$ cat config.mk
export PLATFORM = sky130hd
export DESIGN_NAME = simple_reg_bank
export DESIGN_NICKNAME = d
export VERILOG_FILES = /design/src/rtl/simple_reg_bank.sv
export SDC_FILE = /design/constraint.sdc
export NUM_CORES = 1
export LEC_CHECK = 0
export BUFFER_PORTS_ARGS = -buffer_cell sky130_fd_sc_hd__buf_2
export CORE_ASPECT_RATIO = 1.5
export CORE_MARGIN = 2
export CORE_UTILIZATION = 51
export CTS_CLUSTER_DIAMETER = 50
export DETAILED_ROUTE_END_ITERATION = 8
export GPL_TIMING_DRIVEN = 0
export PLACE_DENSITY_LB_ADDON = 0.15
export SKIP_LAST_GASP = 1
export SLEW_MARGIN = 30
export SYNTH_ARGS = -nofsm -noshare
export SYNTH_HDL_FRONTEND = slang
export SYNTH_SLANG_ARGS = --single-unit
$ cat constraint.sdc
create_clock -name clk -period 1.7 [get_ports clk]
set_input_delay 0.085 -clock clk [delete_from_list [all_inputs] [get_ports clk]]
set_output_delay 0.085 -clock clk [all_outputs]
set_load 0.1 [all_outputs]
$ cat src/rtl/simple_reg_bank.sv
module simple_reg_bank #(
  parameter int DATA_W   = 32,
  parameter int ADDR_W   = 16,
  parameter int NUM_REGS = 4,
  parameter int RD_LAT   = 2
)(
  input  logic                clk,
  input  logic                rst,
  input  logic                wr_req,
  input  logic [ADDR_W-1:0]   wr_addr,
  input  logic [DATA_W-1:0]   wr_data,
  input  logic [DATA_W/8-1:0] wr_keep,
  input  logic                rd_req,
  input  logic [ADDR_W-1:0]   rd_addr,
  output logic                rd_resp,
  output logic [DATA_W-1:0]   rd_data,
  input  logic [DATA_W-1:0]   status_in
);
  localparam int BYTES  = DATA_W / 8;
  localparam int LSB    = $clog2(BYTES);
  localparam int WORD_W = ADDR_W - LSB;
  localparam int CNT_W  = $clog2(RD_LAT + 2);

  logic [DATA_W-1:0] regs [NUM_REGS];
  logic [DATA_W-1:0] pipe_d [RD_LAT];
  logic [RD_LAT-1:0] pipe_v;
  logic [DATA_W-1:0] rd_word_val;
  logic [WORD_W-1:0] wr_word, rd_word;
  logic              unused_low;

  assign wr_word    = wr_addr[ADDR_W-1:LSB];
  assign rd_word    = rd_addr[ADDR_W-1:LSB];
  assign unused_low = ^{wr_addr[LSB-1:0], rd_addr[LSB-1:0]};

  always_ff @(posedge clk) begin
    if (rst) begin
      for (int i = 0; i < NUM_REGS; i++) regs[i] <= '0;
    end else if (wr_req) begin
      for (int i = 0; i < NUM_REGS; i++)
        if (wr_word == WORD_W'(i + 1))
          for (int b = 0; b < BYTES; b++)
            if (wr_keep[b]) regs[i][8*b +: 8] <= wr_data[8*b +: 8];
    end
  end

  always_comb begin
    rd_word_val = '1;
    if (rd_word == '0) rd_word_val = status_in;
    for (int i = 0; i < NUM_REGS; i++)
      if (rd_word == WORD_W'(i + 1)) rd_word_val = regs[i];
  end

  always_ff @(posedge clk) begin
    if (rst) pipe_v <= '0;
    else begin
      pipe_v[0] <= rd_req;
      for (int i = 1; i < RD_LAT; i++) pipe_v[i] <= pipe_v[i-1];
    end
  end

  always_ff @(posedge clk) begin
    pipe_d[0] <= rd_word_val;
    for (int i = 1; i < RD_LAT; i++) pipe_d[i] <= pipe_d[i-1];
  end

  assign rd_resp = pipe_v[RD_LAT-1];
  assign rd_data = rd_resp ? pipe_d[RD_LAT-1] : '0;

  // Checker state: reads accepted but not yet answered.
  logic [CNT_W-1:0] chk_inflight;
  always_ff @(posedge clk) begin
    if (rst) chk_inflight <= '0;
    else chk_inflight <= chk_inflight + CNT_W'(rd_req) - CNT_W'(rd_resp);
  end

  a_r3_resp_has_request: assert property (@(posedge clk) disable iff (rst)
    rd_resp |-> chk_inflight != '0);
  a_r4_inflight_bound: assert property (@(posedge clk) disable iff (rst)
    chk_inflight <= CNT_W'(RD_LAT));
  a_r6_status_capture: assert property (@(posedge clk) disable iff (rst)
    rd_req && rd_word == '0 |=> pipe_d[0] == $past(status_in));
  a_r7_unmapped_read: assert property (@(posedge clk) disable iff (rst)
    rd_req && rd_word > WORD_W'(NUM_REGS) |=> pipe_d[0] == '1);
  a_r8_reset_cancels: assert property (@(posedge clk)
    rst |=> !rd_resp);

  for (genvar g = 0; g < NUM_REGS; g++) begin : g_chk
    a_r2_no_keep_no_change: assert property (@(posedge clk) disable iff (rst)
      wr_req && wr_keep == '0 |=> regs[g] == $past(regs[g]));
    a_r7_unmapped_write: assert property (@(posedge clk) disable iff (rst)
      wr_req && wr_word > WORD_W'(NUM_REGS) |=> regs[g] == $past(regs[g]));
    a_r6_status_write: assert property (@(posedge clk) disable iff (rst)
      wr_req && wr_word == '0 |=> regs[g] == $past(regs[g]));
  end
endmodule

# --- Yosys cells after proc, flatten, opt, wreduce, memory -nomap -nowiden ---
# Memory sizes are Yosys's and may differ from the RTL's.
# Index checks and enable logic that the tools add are counted.
word_totals:
  reg_bits: 2
  ramBits: 192
  in_bits: 104
  out_inout_bits: 33
  word_cells: 120
  n_memories: 2
op_classes:
  eq_ne: 8
  n_mux: 92
  n_bitwise: 16
  n_reduce_logical: 1
memory_table:
  columns: ["name", "words", "word_bits", "rd", "rd_ports_with_merged_regs", "wr", "line_no", "source"]
  rows:
  - ["regs", 4, 32, 4, 0, 4, "24", "logic [DATA_W-1:0] regs [NUM_REGS];"]
  - ["pipe_d", 2, 32, 2, 0, 2, "25", "logic [DATA_W-1:0] pipe_d [RD_LAT];"]
ops:
  columns: ["operator", "count"]
  rows:
  - ["32-bit two-way mux", 6]
  - ["8-bit two-way mux", 16]
  - ["1-bit two-way mux", 70]
  - ["14-bit by 2-bit == test with 1-bit output, second input constant", 4]
  - ["14-bit by 1-bit == test with 1-bit output, second input constant", 2]
  - ["14-bit by 3-bit == test with 1-bit output, second input constant", 2]
  - ["1-bit bitwise OR", 16]
  - ["14-bit zero test", 1]

# --- Longest topological paths before layout ---
# Gate-level depths: netlist (run 1).
depth:
  depth_word: 6
  ltp_mapped: 6
  ltp_nobuf: 3

# --- Least setup slack after synthesis (run 1) ---
# No wires, ideal clock.
synth_timing:
  path_kind: "flip-flop to output port"
  from: "register pipe_v[1]"
  to: "output port rd_data[10]"
  arrival_time_ns: 2.016
  required_ns: 1.615
  slack_ns: -0.401
  path_stages_with_launch: 3
  path_buffers: 1
  path_cell_list: "dfxtp_1 > clkbuf_1 > and2_1"
synth_between:
  elab_chain_cells: 1
synth_rtl:
  columns: ["element", "line_no", "source"]
  rows:
  - ["from (decl)", "26", "logic [RD_LAT-1:0] pipe_v;"]
  - ["from (signal assigned)", "54", "if (rst) pipe_v <= '0;"]
  - ["32-bit two-way mux", "67", "assign rd_data = rd_resp ? pipe_d[RD_LAT-1] : '0;"]
  - ["to (decl)", "16", "output logic [DATA_W-1:0] rd_data,"]
# No other way between the ends.

==> out/metrics.cfg, run 1 <==
[drt]
wl_per_cell_um=22.10
avgViaCountPerCell=6.224
ant_nets=0
routed_wl_um=24270
num_vias=6834
drc=0
drt_iter0_markers=748
dr.pass1.iters=5

[synthesis]
seq_area_frac_synth=0.6082
async_reset_ff_frac=0
synth-simple-area-share=0.1761
synth_compound_area_frac=0.1338
synth-edff-count=128
synth_fp_nets=825
synth_area_um2=8492
synth-seq-cells=194
synth_mux_area_frac=0.04111
synthCells=721
synth_area_leader_cell=edfxtp_1
post_synth_fa_ha_maj_area_fraction=0
synthFlopType=edfxtp_1
synth_top_area_frac=0.4526
synthTopCellsByArea=edfxtp_1 45%, dfxtp_1 16%, nor3_1 5.4%
ys_types=45
synth_xor_area_frac=0
synth_warnings=0
synth_top_family_by_area=simple AND/OR/NAND/NOR gates
syn_area_per_cell_um2=11.78

[floorplan]
core-area_um2=16260
start_util=0.5222
die_area_um2=17720
num_rows=57
fp.dieH_um=162.0
die_w_um=109.4
ios=137

[final_layout]
drive_gt1_frac=0.3083
fin_nets=983
finalInstanceArea_um2=10320
nFillCells=1308
diodes=0
seqCellArea_um2=5166
fin_util=0.6348
area_growth_pct=21.56
multi_input_area_um2=3103

[grt]
grtUsageTotal=0.2777
antenna_found_initial=0
grt_first_pass_wirelength_um=36400
grt_max_degree=19
overflow=0
grt_pass1_vias=6931

[clock_tree]
cts_sinks=194
cts_root_buf=clkbuf_16
htreeDepth=4
cts_tree=built
clock_latency_ns=0.43
path_clk_slew_ns=0.08
numCtsBuffers=17
clockBufferDepth=2

[placed_design]
hpwl_um=16750
place_area_um2=9420
io_buffers=126
place.gp.congestion=0.8555
dpl_worst_slack_ns=-0.7182

[setup_path]
path_buf_inv=2
cp.arrival_ns=1.78
required_ns=1.77
r2r-start=regs[2][10]$_SDFFCE_PN0P_
crit_family=simple AND/OR/NAND/NOR gates
r2r_cells=3
critPathSlowestCell=o21bai_2
r2r-end=pipe_d[0][10]$_DFF_P_
cpPeakStageDelay_ns=0.55
crit_type=input port to flip-flop
reg2reg_slack_ns=0.49
critical_path_peak_fanout=10
end_kind=flip-flop
cp-start-kind=input port
path_cells=buf_2 -> nor4_2 -> buf_4 -> nand4_4 -> o21bai_2

[power]
powerDensity_nw_per_um2=993.4
p_leak_nw=3.697
report.power.total_mw=10.25
ir_drop_mv=0.6195

[timing]
setup_ws_ns=-0.01307
finalCritPeriodShare=1.008
fmax_mhz=583.7
setup_violations=8
layout_min_cycle_time_ns=1.713
hold_violations=0
clock_skew_ns=0.007310
worst-slew-pin-transition_ns=0.7810
grt_setup_unrepaired=true
maxSlewViolCount=0
maxSlewHeadroom=0.4793

[outcome]
violations=setup timing
status=complete, but fails checks

[hold_path]
hp-start=wr_data[18]
hold_path_end=regs[3][18]$_SDFFCE_PN0P_
hold_depth=3
hold_path.class=input port to flip-flop

[flow_run]
cap_violations=0

[final cells by class]
cell class              count  area share
inverters                   8    0.002909
repair buffers            139     0.08364
plain buffers              71     0.03127
clock inverters            13     0.01115
multi-input cells         448      0.3006
flip-flops and latches    194      0.5005
clock buffers              19     0.04497
well taps                 206     0.02497
[per-stage QoR]
step                hold WS [ns]  TNS [ns]  cells
floorplan                 0.2132         0    721
global placement          0.3101    -74.86   1053
detailed placement        0.3121    -90.96   1053
CTS                     0.002354    -5.426   1094
global route            0.009440    -1.724   1098
finish                  0.008700  -0.08763   1098
[routing by layer]
metal / part of all wire / vias to the layer above / global-route usage
met3: 0.093 / 81 / 0.05658
met1: 0.35 / 3289 / 0.3302
li1: - / 3059 / -
met4: 0.037 / 0 / 0.1404
met5: 0 / - / 0
met2: 0.52 / 405 / 0.4703
[worst reg2reg max path, stage by stage (launching register included)]
cell,delay (ns)
edfxtp_1,0.42
mux2_2,0.29
a22oi_1,0.20
o311ai_1,0.16
[registers in the layout, indices dropped and copies added, names as in the netlist]
name    cells
pipe_v      2
regs      128
pipe_d     64
[layout by cell type (no fill, tap or decap), drive strengths merged, types with 2 or more instances in the layout]
cell	n
edfxtp	128
inv	14
nor2b	3
clkinv	6
nor4b	2
nor3b	5
a211oi	31
buf	152
nor3	93
clkbuf	68
dfxtp	66
nand2	29
or4	2
and4	3
nand3b	2
nand4	7
a41o	8
and2	32
nor4	3
dlygate4sd3	9
o311ai	30
nor2	44
mux2	31
and3	25
a22oi	30
nand3	18
and3b	3
o21a	31
o21bai	8
[cells in the mapped netlist (4+ instances only)]
cell type / n
and3_1: 25
mux2_2: 31
edfxtp_1: 128
a41o_1: 8
nand3_1: 18
o21a_1: 31
nor3b_1: 4
o21bai_1: 8
nor2_1: 44
inv_1: 8
a211oi_1: 31
o311ai_1: 30
nand4_1: 5
a22oi_1: 30
buf_2: 13
and2_1: 32
nor3_1: 92
nand2_1: 29
clkbuf_1: 49
dfxtp_1: 66
[logic make-up after synthesis]
| group | after synthesis |
|---|---|
| AND/OR/NAND/NOR | 274 |
| flip-flops | 194 |
| AO/OA/AOI/OAI | 143 |
| buffers and inverters | 79 |
| multiplexers | 31 |
[what timing repair did]
item                                   in CTS  in global routing
gates resized for setup                    38                 19
endpoints found under the hold margin       9                  0
hold buffers                                9                  0
pin swaps                                   0                  5
setup endpoints to repair                  94                129
setup buffers                               0                  4
[how the worst max path moves through the flow]
stage	start	end	cells after the start
after global routing	wr_addr[9]	regs[0][22]$_SDFFCE_PN0P_	5
final	wr_addr[5]	regs[0][7]$_SDFFCE_PN0P_	5
after CTS	wr_addr[13]	regs[3][29]$_SDFFCE_PN0P_	5
after detailed placement	wr_addr[13]	regs[3][4]$_SDFFCE_PN0P_	5
after global placement	wr_addr[13]	regs[3][7]$_SDFFCE_PN0P_	5
after floorplan	wr_addr[5]	regs[0][10]$_SDFFCE_PN0P_	4
[report_power, final]
part | switching [mW] | internal, mW
combinational | 0.739 | 0.361
sequential | 0.0604 | 5.16
clock | 1.88 | 2.05
total | 2.67 | 7.58
Power figures use the tool's default switching activity.
==> run 2: changes to the inputs <==
--- a/constraint.sdc
+++ b/constraint.sdc
@@ -3,2 +3,2 @@
 set_output_delay 0.085 -clock clk [all_outputs]
-set_load 0.1 [all_outputs]
+set_load 0.05 [all_outputs]
==> out/metrics.cfg, run 2 (synthesis gave the netlist of run 1 again) <==
[outcome]
status=complete, but fails checks
violations=setup timing

[setup_path]
required_ns=1.77  ; about the same
reg2reg_slack_ns=0.49  ; about the same
crit_type=input port to flip-flop
critical_path_peak_fanout=10  ; unchanged
cp.arrival_ns=1.83  ; +0.05 ns
cp-start-kind=input port
r2r-end=pipe_d[0][29]$_DFF_P_
r2r-start=regs[0][29]$_SDFFCE_PN0P_
r2r_cells=3  ; unchanged
end_kind=flip-flop

[drt]
drc=0  ; unchanged
dr.pass1.iters=5  ; unchanged
routed_wl_um=23840  ; -1.8%
ant_nets=0  ; unchanged
num_vias=6679  ; -2.3%
drt_iter0_markers=608  ; -19%
avgViaCountPerCell=6.116  ; -1.7%
wl_per_cell_um=21.83  ; -1.2%

[power]
powerDensity_nw_per_um2=994.9  ; +0.16%
ir_drop_mv=0.7209  ; +16%
p_leak_nw=3.612  ; -2.3%
report.power.total_mw=10.04  ; -2.0%

[clock_tree]
path_clk_slew_ns=0.07  ; about the same
clock_latency_ns=0.43  ; about the same
clockBufferDepth=2  ; unchanged
cts_tree=built
cts_sinks=194  ; unchanged
htreeDepth=4  ; unchanged
numCtsBuffers=17  ; unchanged
cts_root_buf=clkbuf_16

[hold_path]
hold_path.class=input port to flip-flop
hp-start=wr_data[4]
hold_depth=2  ; -1
hold_path_end=regs[3][4]$_SDFFCE_PN0P_

[grt]
grt_max_degree=18  ; -1
overflow=0  ; unchanged
antenna_found_initial=0  ; unchanged
grt_first_pass_wirelength_um=35820  ; -1.6%
grt_pass1_vias=6804  ; -1.8%
grtUsageTotal=0.2746  ; -0.003047

[floorplan]
start_util=0.5222  ; unchanged
ios=137  ; unchanged
die_area_um2=17720  ; unchanged
num_rows=57  ; unchanged
die_w_um=109.4  ; unchanged
core-area_um2=16260  ; unchanged
fp.dieH_um=162.0  ; unchanged

[timing]
setup_tns_ns=-1.179  ; -1.091 ns
fmax_mhz=569.4  ; -2.5%
finalCritPeriodShare=1.033  ; +0.02534
maxSlewViolCount=0  ; unchanged
hold_violations=0  ; unchanged
maxSlewHeadroom=0.5063  ; +0.02694
layout_min_cycle_time_ns=1.756  ; +0.04307 ns
clock_skew_ns=0.007185  ; -0.0001246 ns
grt_setup_unrepaired=true
setup_ws_ns=-0.05614  ; -0.04307 ns
setup_violations=26  ; +18
worst-slew-pin-transition_ns=0.7406  ; -0.04041 ns

[final_layout]
mostFrequentLayoutCells=139 x buf_2, 128 x edfxtp_1, 92 x nor3_1
layout_commonest_cell=buf_2
multi_input_area_um2=3050  ; -1.7%
reg_top3=regs: 128 flops, pipe_d: 64 flops, pipe_v: 2 flops
seqCellArea_um2=5166  ; unchanged
nFillCells=1335  ; +2.1%
fin_nets=977  ; -0.61%
area_growth_pct=18.89
largest_reg_flops=128  ; unchanged
drive_gt1_frac=0.2686  ; -0.03967
diodes=0  ; unchanged
regMostFlops=regs

[placed_design]
place.gp.congestion=0.8877  ; +3.8%
hpwl_um=16790  ; +0.22%
dpl_worst_slack_ns=-0.7235  ; -0.005272 ns
io_buffers=126  ; unchanged

[flow_run]
cap_violations=0  ; unchanged

[run 2: timing repair]
item	in CTS	in global routing
resized for setup	11	17
endpoints found under the setup margin	94	130
setup buffers	0	0
hold buffers	7	0
hold endpoints to repair	7	0
[run 2: per-stage QoR]
stage / cells / utilization / hold slack, ns / cell area [µm²]
3_3_place_gp: 1053 / 0.5769 / 0.3103 / 9380
4_1_cts: 1092 / 0.6177 / 0.002825 / 10040
3_5_place_dp: 1053 / 0.5769 / 0.3121 / 9380
2_1_floorplan: 721 / - / 0.2132 / 8492
6_report: 1092 / 0.6209 / 0.008622 / 10100
5_1_grt: 1092 / 0.6209 / 0.01486 / 10100
[run 2: worst max-delay path by stage]
| stage | startpoint | endpoint | slack [ns] | cells after the start |
|---|---|---|---|---|
| after floorplan | wr_addr[5] | regs[0][10]$_SDFFCE_PN0P_ | 0.04 | 4 |
| after global placement | wr_addr[9] | regs[0][27]$_SDFFCE_PN0P_ | -0.70 | 5 |
| after detailed placement | wr_addr[5] | regs[0][28]$_SDFFCE_PN0P_ | -0.72 | 5 |
| after CTS | wr_addr[13] | regs[3][25]$_SDFFCE_PN0P_ | -0.22 | 5 |
| after global routing | wr_addr[5] | regs[3][17]$_SDFFCE_PN0P_ | -0.12 | 5 |
| final | wr_addr[13] | regs[3][28]$_SDFFCE_PN0P_ | -0.06 | 5 |
[run 2: power breakdown]
part           internal (mW)  switching (mW)
combinational          0.322           0.606
clock                   2.05            1.84
sequential              5.16          0.0597
[run 2: layout make-up]
type                    instances  area share
clock buffers                  19     0.04288
inverters                       8    0.002974
flip-flops and latches        194      0.5117
repair buffers                133     0.06940
multi-input cells             448      0.3021
well taps                     206     0.02553
plain buffers                  71     0.03272
clock inverters                13     0.01264
[run 2: worst max-delay path, stage by stage]
cell and delay (ns):
buf_2 0.10, nor3_2 0.47, buf_2 0.32, nand4_1 0.30, o21bai_2 0.55
[run 2: layer usage]
metal | global-route usage | up-vias | routed length [µm] | share of wire
met1 | 0.3291 | 3185 | 8533 | 0.36
met5 | 0 | - | 0 | 0
met2 | 0.4719 | 371 | 12290 | 0.52
met3 | 0.05257 | 67 | 2160 | 0.091
met4 | 0.1243 | 0 | 857 | 0.036
li1 | - | 3056 | - | -
==> run 3: changes to the inputs <==
PLACE_DENSITY = 0.76   (was unset)
PLACE_DENSITY_LB_ADDON = unset   (was 0.15)
==> out/metrics.cfg, run 3 (synthesis gave the netlist of run 1 again) <==
[floorplan]
die_w_um=109.4  ; unchanged
core-area_um2=16260  ; unchanged
ios=137  ; unchanged
die_area_um2=17720  ; unchanged
num_rows=57  ; unchanged
start_util=0.5222  ; unchanged
fp.dieH_um=162.0  ; unchanged

[grt]
antenna_found_initial=3  ; +3
grt_max_degree=18  ; unchanged
overflow=0  ; unchanged
grt_first_pass_wirelength_um=36510  ; +1.9%
grtUsageTotal=0.2785  ; +0.003875
grt_pass1_vias=6833  ; +0.43%

[setup_path]
endpoint=regs[0][6]$_SDFFCE_PN0P_
r2r-start=regs[2][9]$_SDFFCE_PN0P_
crit_start=wr_addr[5]
crit_type=input port to flip-flop
end_kind=flip-flop
r2r_cells=3  ; unchanged
critical_path_peak_fanout=10  ; unchanged
reg2reg_slack_ns=0.45  ; -0.04 ns
cp-start-kind=input port
r2r-end=pipe_d[0][9]$_DFF_P_
required_ns=1.77  ; about the same
cp.arrival_ns=1.75  ; -0.08 ns

[power]
report.power.total_mw=10.14  ; +0.91%
powerDensity_nw_per_um2=998.4  ; +0.35%
ir_drop_mv=0.5642  ; -22%
p_leak_nw=3.645  ; +0.93%

[placed_design]
hpwl_um=16420  ; -2.2%
io_buffers=126  ; unchanged
place_area_um2=9380  ; unchanged
place.gp.congestion=0.9270  ; +4.4%
placed_cells=1053  ; unchanged
dpl_worst_slack_ns=-0.7115  ; +0.01199 ns

[clock_tree]
cts_root_buf=clkbuf_16
path_clk_slew_ns=0.07  ; about the same
clock_latency_ns=0.44  ; about the same
cts_sinks=194  ; unchanged
numCtsBuffers=17  ; unchanged
clockBufferDepth=2  ; unchanged
cts_tree=built
htreeDepth=4  ; unchanged

[timing]
setup_violations=0  ; -100%
layout_min_cycle_time_ns=1.684  ; -0.07243 ns
maxSlewHeadroom=0.4705  ; -0.03575
worst_hold_slack_ns=0.003834  ; -0.004788 ns
finalCritPeriodShare=0.9904  ; -0.04261
setup_tns_ns=0  ; +1.179 ns
grt_setup_unrepaired=true
fmax_mhz=593.9  ; +4.3%
hold_violations=0  ; unchanged
setup_ws_ns=0.01629  ; +0.07243 ns
maxSlewViolCount=0  ; unchanged
worst-slew-pin-transition_ns=0.7942  ; +0.05363 ns
clock_skew_ns=0.01280  ; +0.005618 ns

[hold_path]
hold_path.class=input port to flip-flop

[final_layout]
largest_reg_flops=128  ; unchanged
drive_gt1_frac=0.2731  ; +0.004515
area_growth_pct=19.55
final_cells=1095  ; +0.27%
reg_top3=regs: 128 flops, pipe_d: 64 flops, pipe_v: 2 flops
regMostFlops=regs
fin_nets=978  ; +0.10%
nFillCells=1307  ; -2.1%
finalInstanceArea_um2=10150  ; +0.56%
fin_util=0.6243  ; +0.003463
mostFrequentLayoutCells=139 x buf_2, 128 x edfxtp_1, 92 x nor3_1
layout_commonest_cell=buf_2

[drt]
drt_iter0_markers=754  ; +24%
avgViaCountPerCell=6.293  ; +2.9%
ant_nets=0  ; unchanged
wl_per_cell_um=22.18  ; +1.6%
routed_wl_um=24290  ; +1.9%
drc=0  ; unchanged
dr.pass1.iters=8  ; +3
num_vias=6891  ; +3.2%

[flow_run]
cap_violations=0  ; unchanged

[outcome]
status=finished clean

## run 3: cell type report
cell class / count / area [µm²] / area share
clock inverter: 9 / 93.84 / 0.009243
buffer: 71 / 325.3 / 0.03204
inverter: 8 / 30.03 / 0.002958
sequential: 194 / 5166 / 0.5089
tap: 206 / 257.7 / 0.02539
clock buffer: 22 / 485.5 / 0.04782
multi-input combinational: 448 / 3060 / 0.3015
antenna: 3 / 7.507 / 0.0007395
timing repair buffer: 134 / 725.7 / 0.07148
## run 3: worst min-delay path by stage
stage	endpoint	startpoint	cells past startpoint
after global placement	pipe_v[0]$_SDFF_PP0_	rd_req	2
after global routing	regs[2][7]$_SDFFCE_PN0P_	wr_data[7]	2
after detailed placement	pipe_d[0][35]$_DFF_P_	pipe_d[0][3]$_DFF_P_	0
final	regs[3][18]$_SDFFCE_PN0P_	wr_data[18]	3
after CTS	regs[3][16]$_SDFFCE_PN0P_	wr_data[16]	3
after floorplan	pipe_v[0]$_SDFF_PP0_	rd_req	1
## run 3: report_power, final
group / internal [mW] / switching, mW / leakage (nW) / total [mW]
logic: 0.328 / 0.617 / 1.61 / 0.945
registers: 5.17 / 0.0587 / 1.75 / 5.22
clock network: 2.20 / 1.77 / 0.288 / 3.97
## run 3: critical path: stages
cell and delay, ns:
buf_2 0.10, nor4_2 0.49, buf_4 0.28, nand4_4 0.25, o21bai_2 0.54
## run 3: metal layers
metal | global-route usage | part of all wire | vias to the layer above
li1 | - | - | 3062
met1 | 0.3353 | 0.35 | 3296
met2 | 0.4728 | 0.51 | 444
met3 | 0.03812 | 0.094 | 89
met4 | 0.1565 | 0.044 | 0
met5 | 0 | 0 | -
## run 3: what timing repair did
| item | in CTS | in global routing |
|---|---|---|
| setup buffers | 0 | 4 |
| hold buffers | 4 | 0 |
| hold endpoints to repair | 4 | 0 |
| pin swaps | 0 | 4 |
| gates resized for setup | 8 | 21 |
| setup endpoints to repair | 94 | 163 |
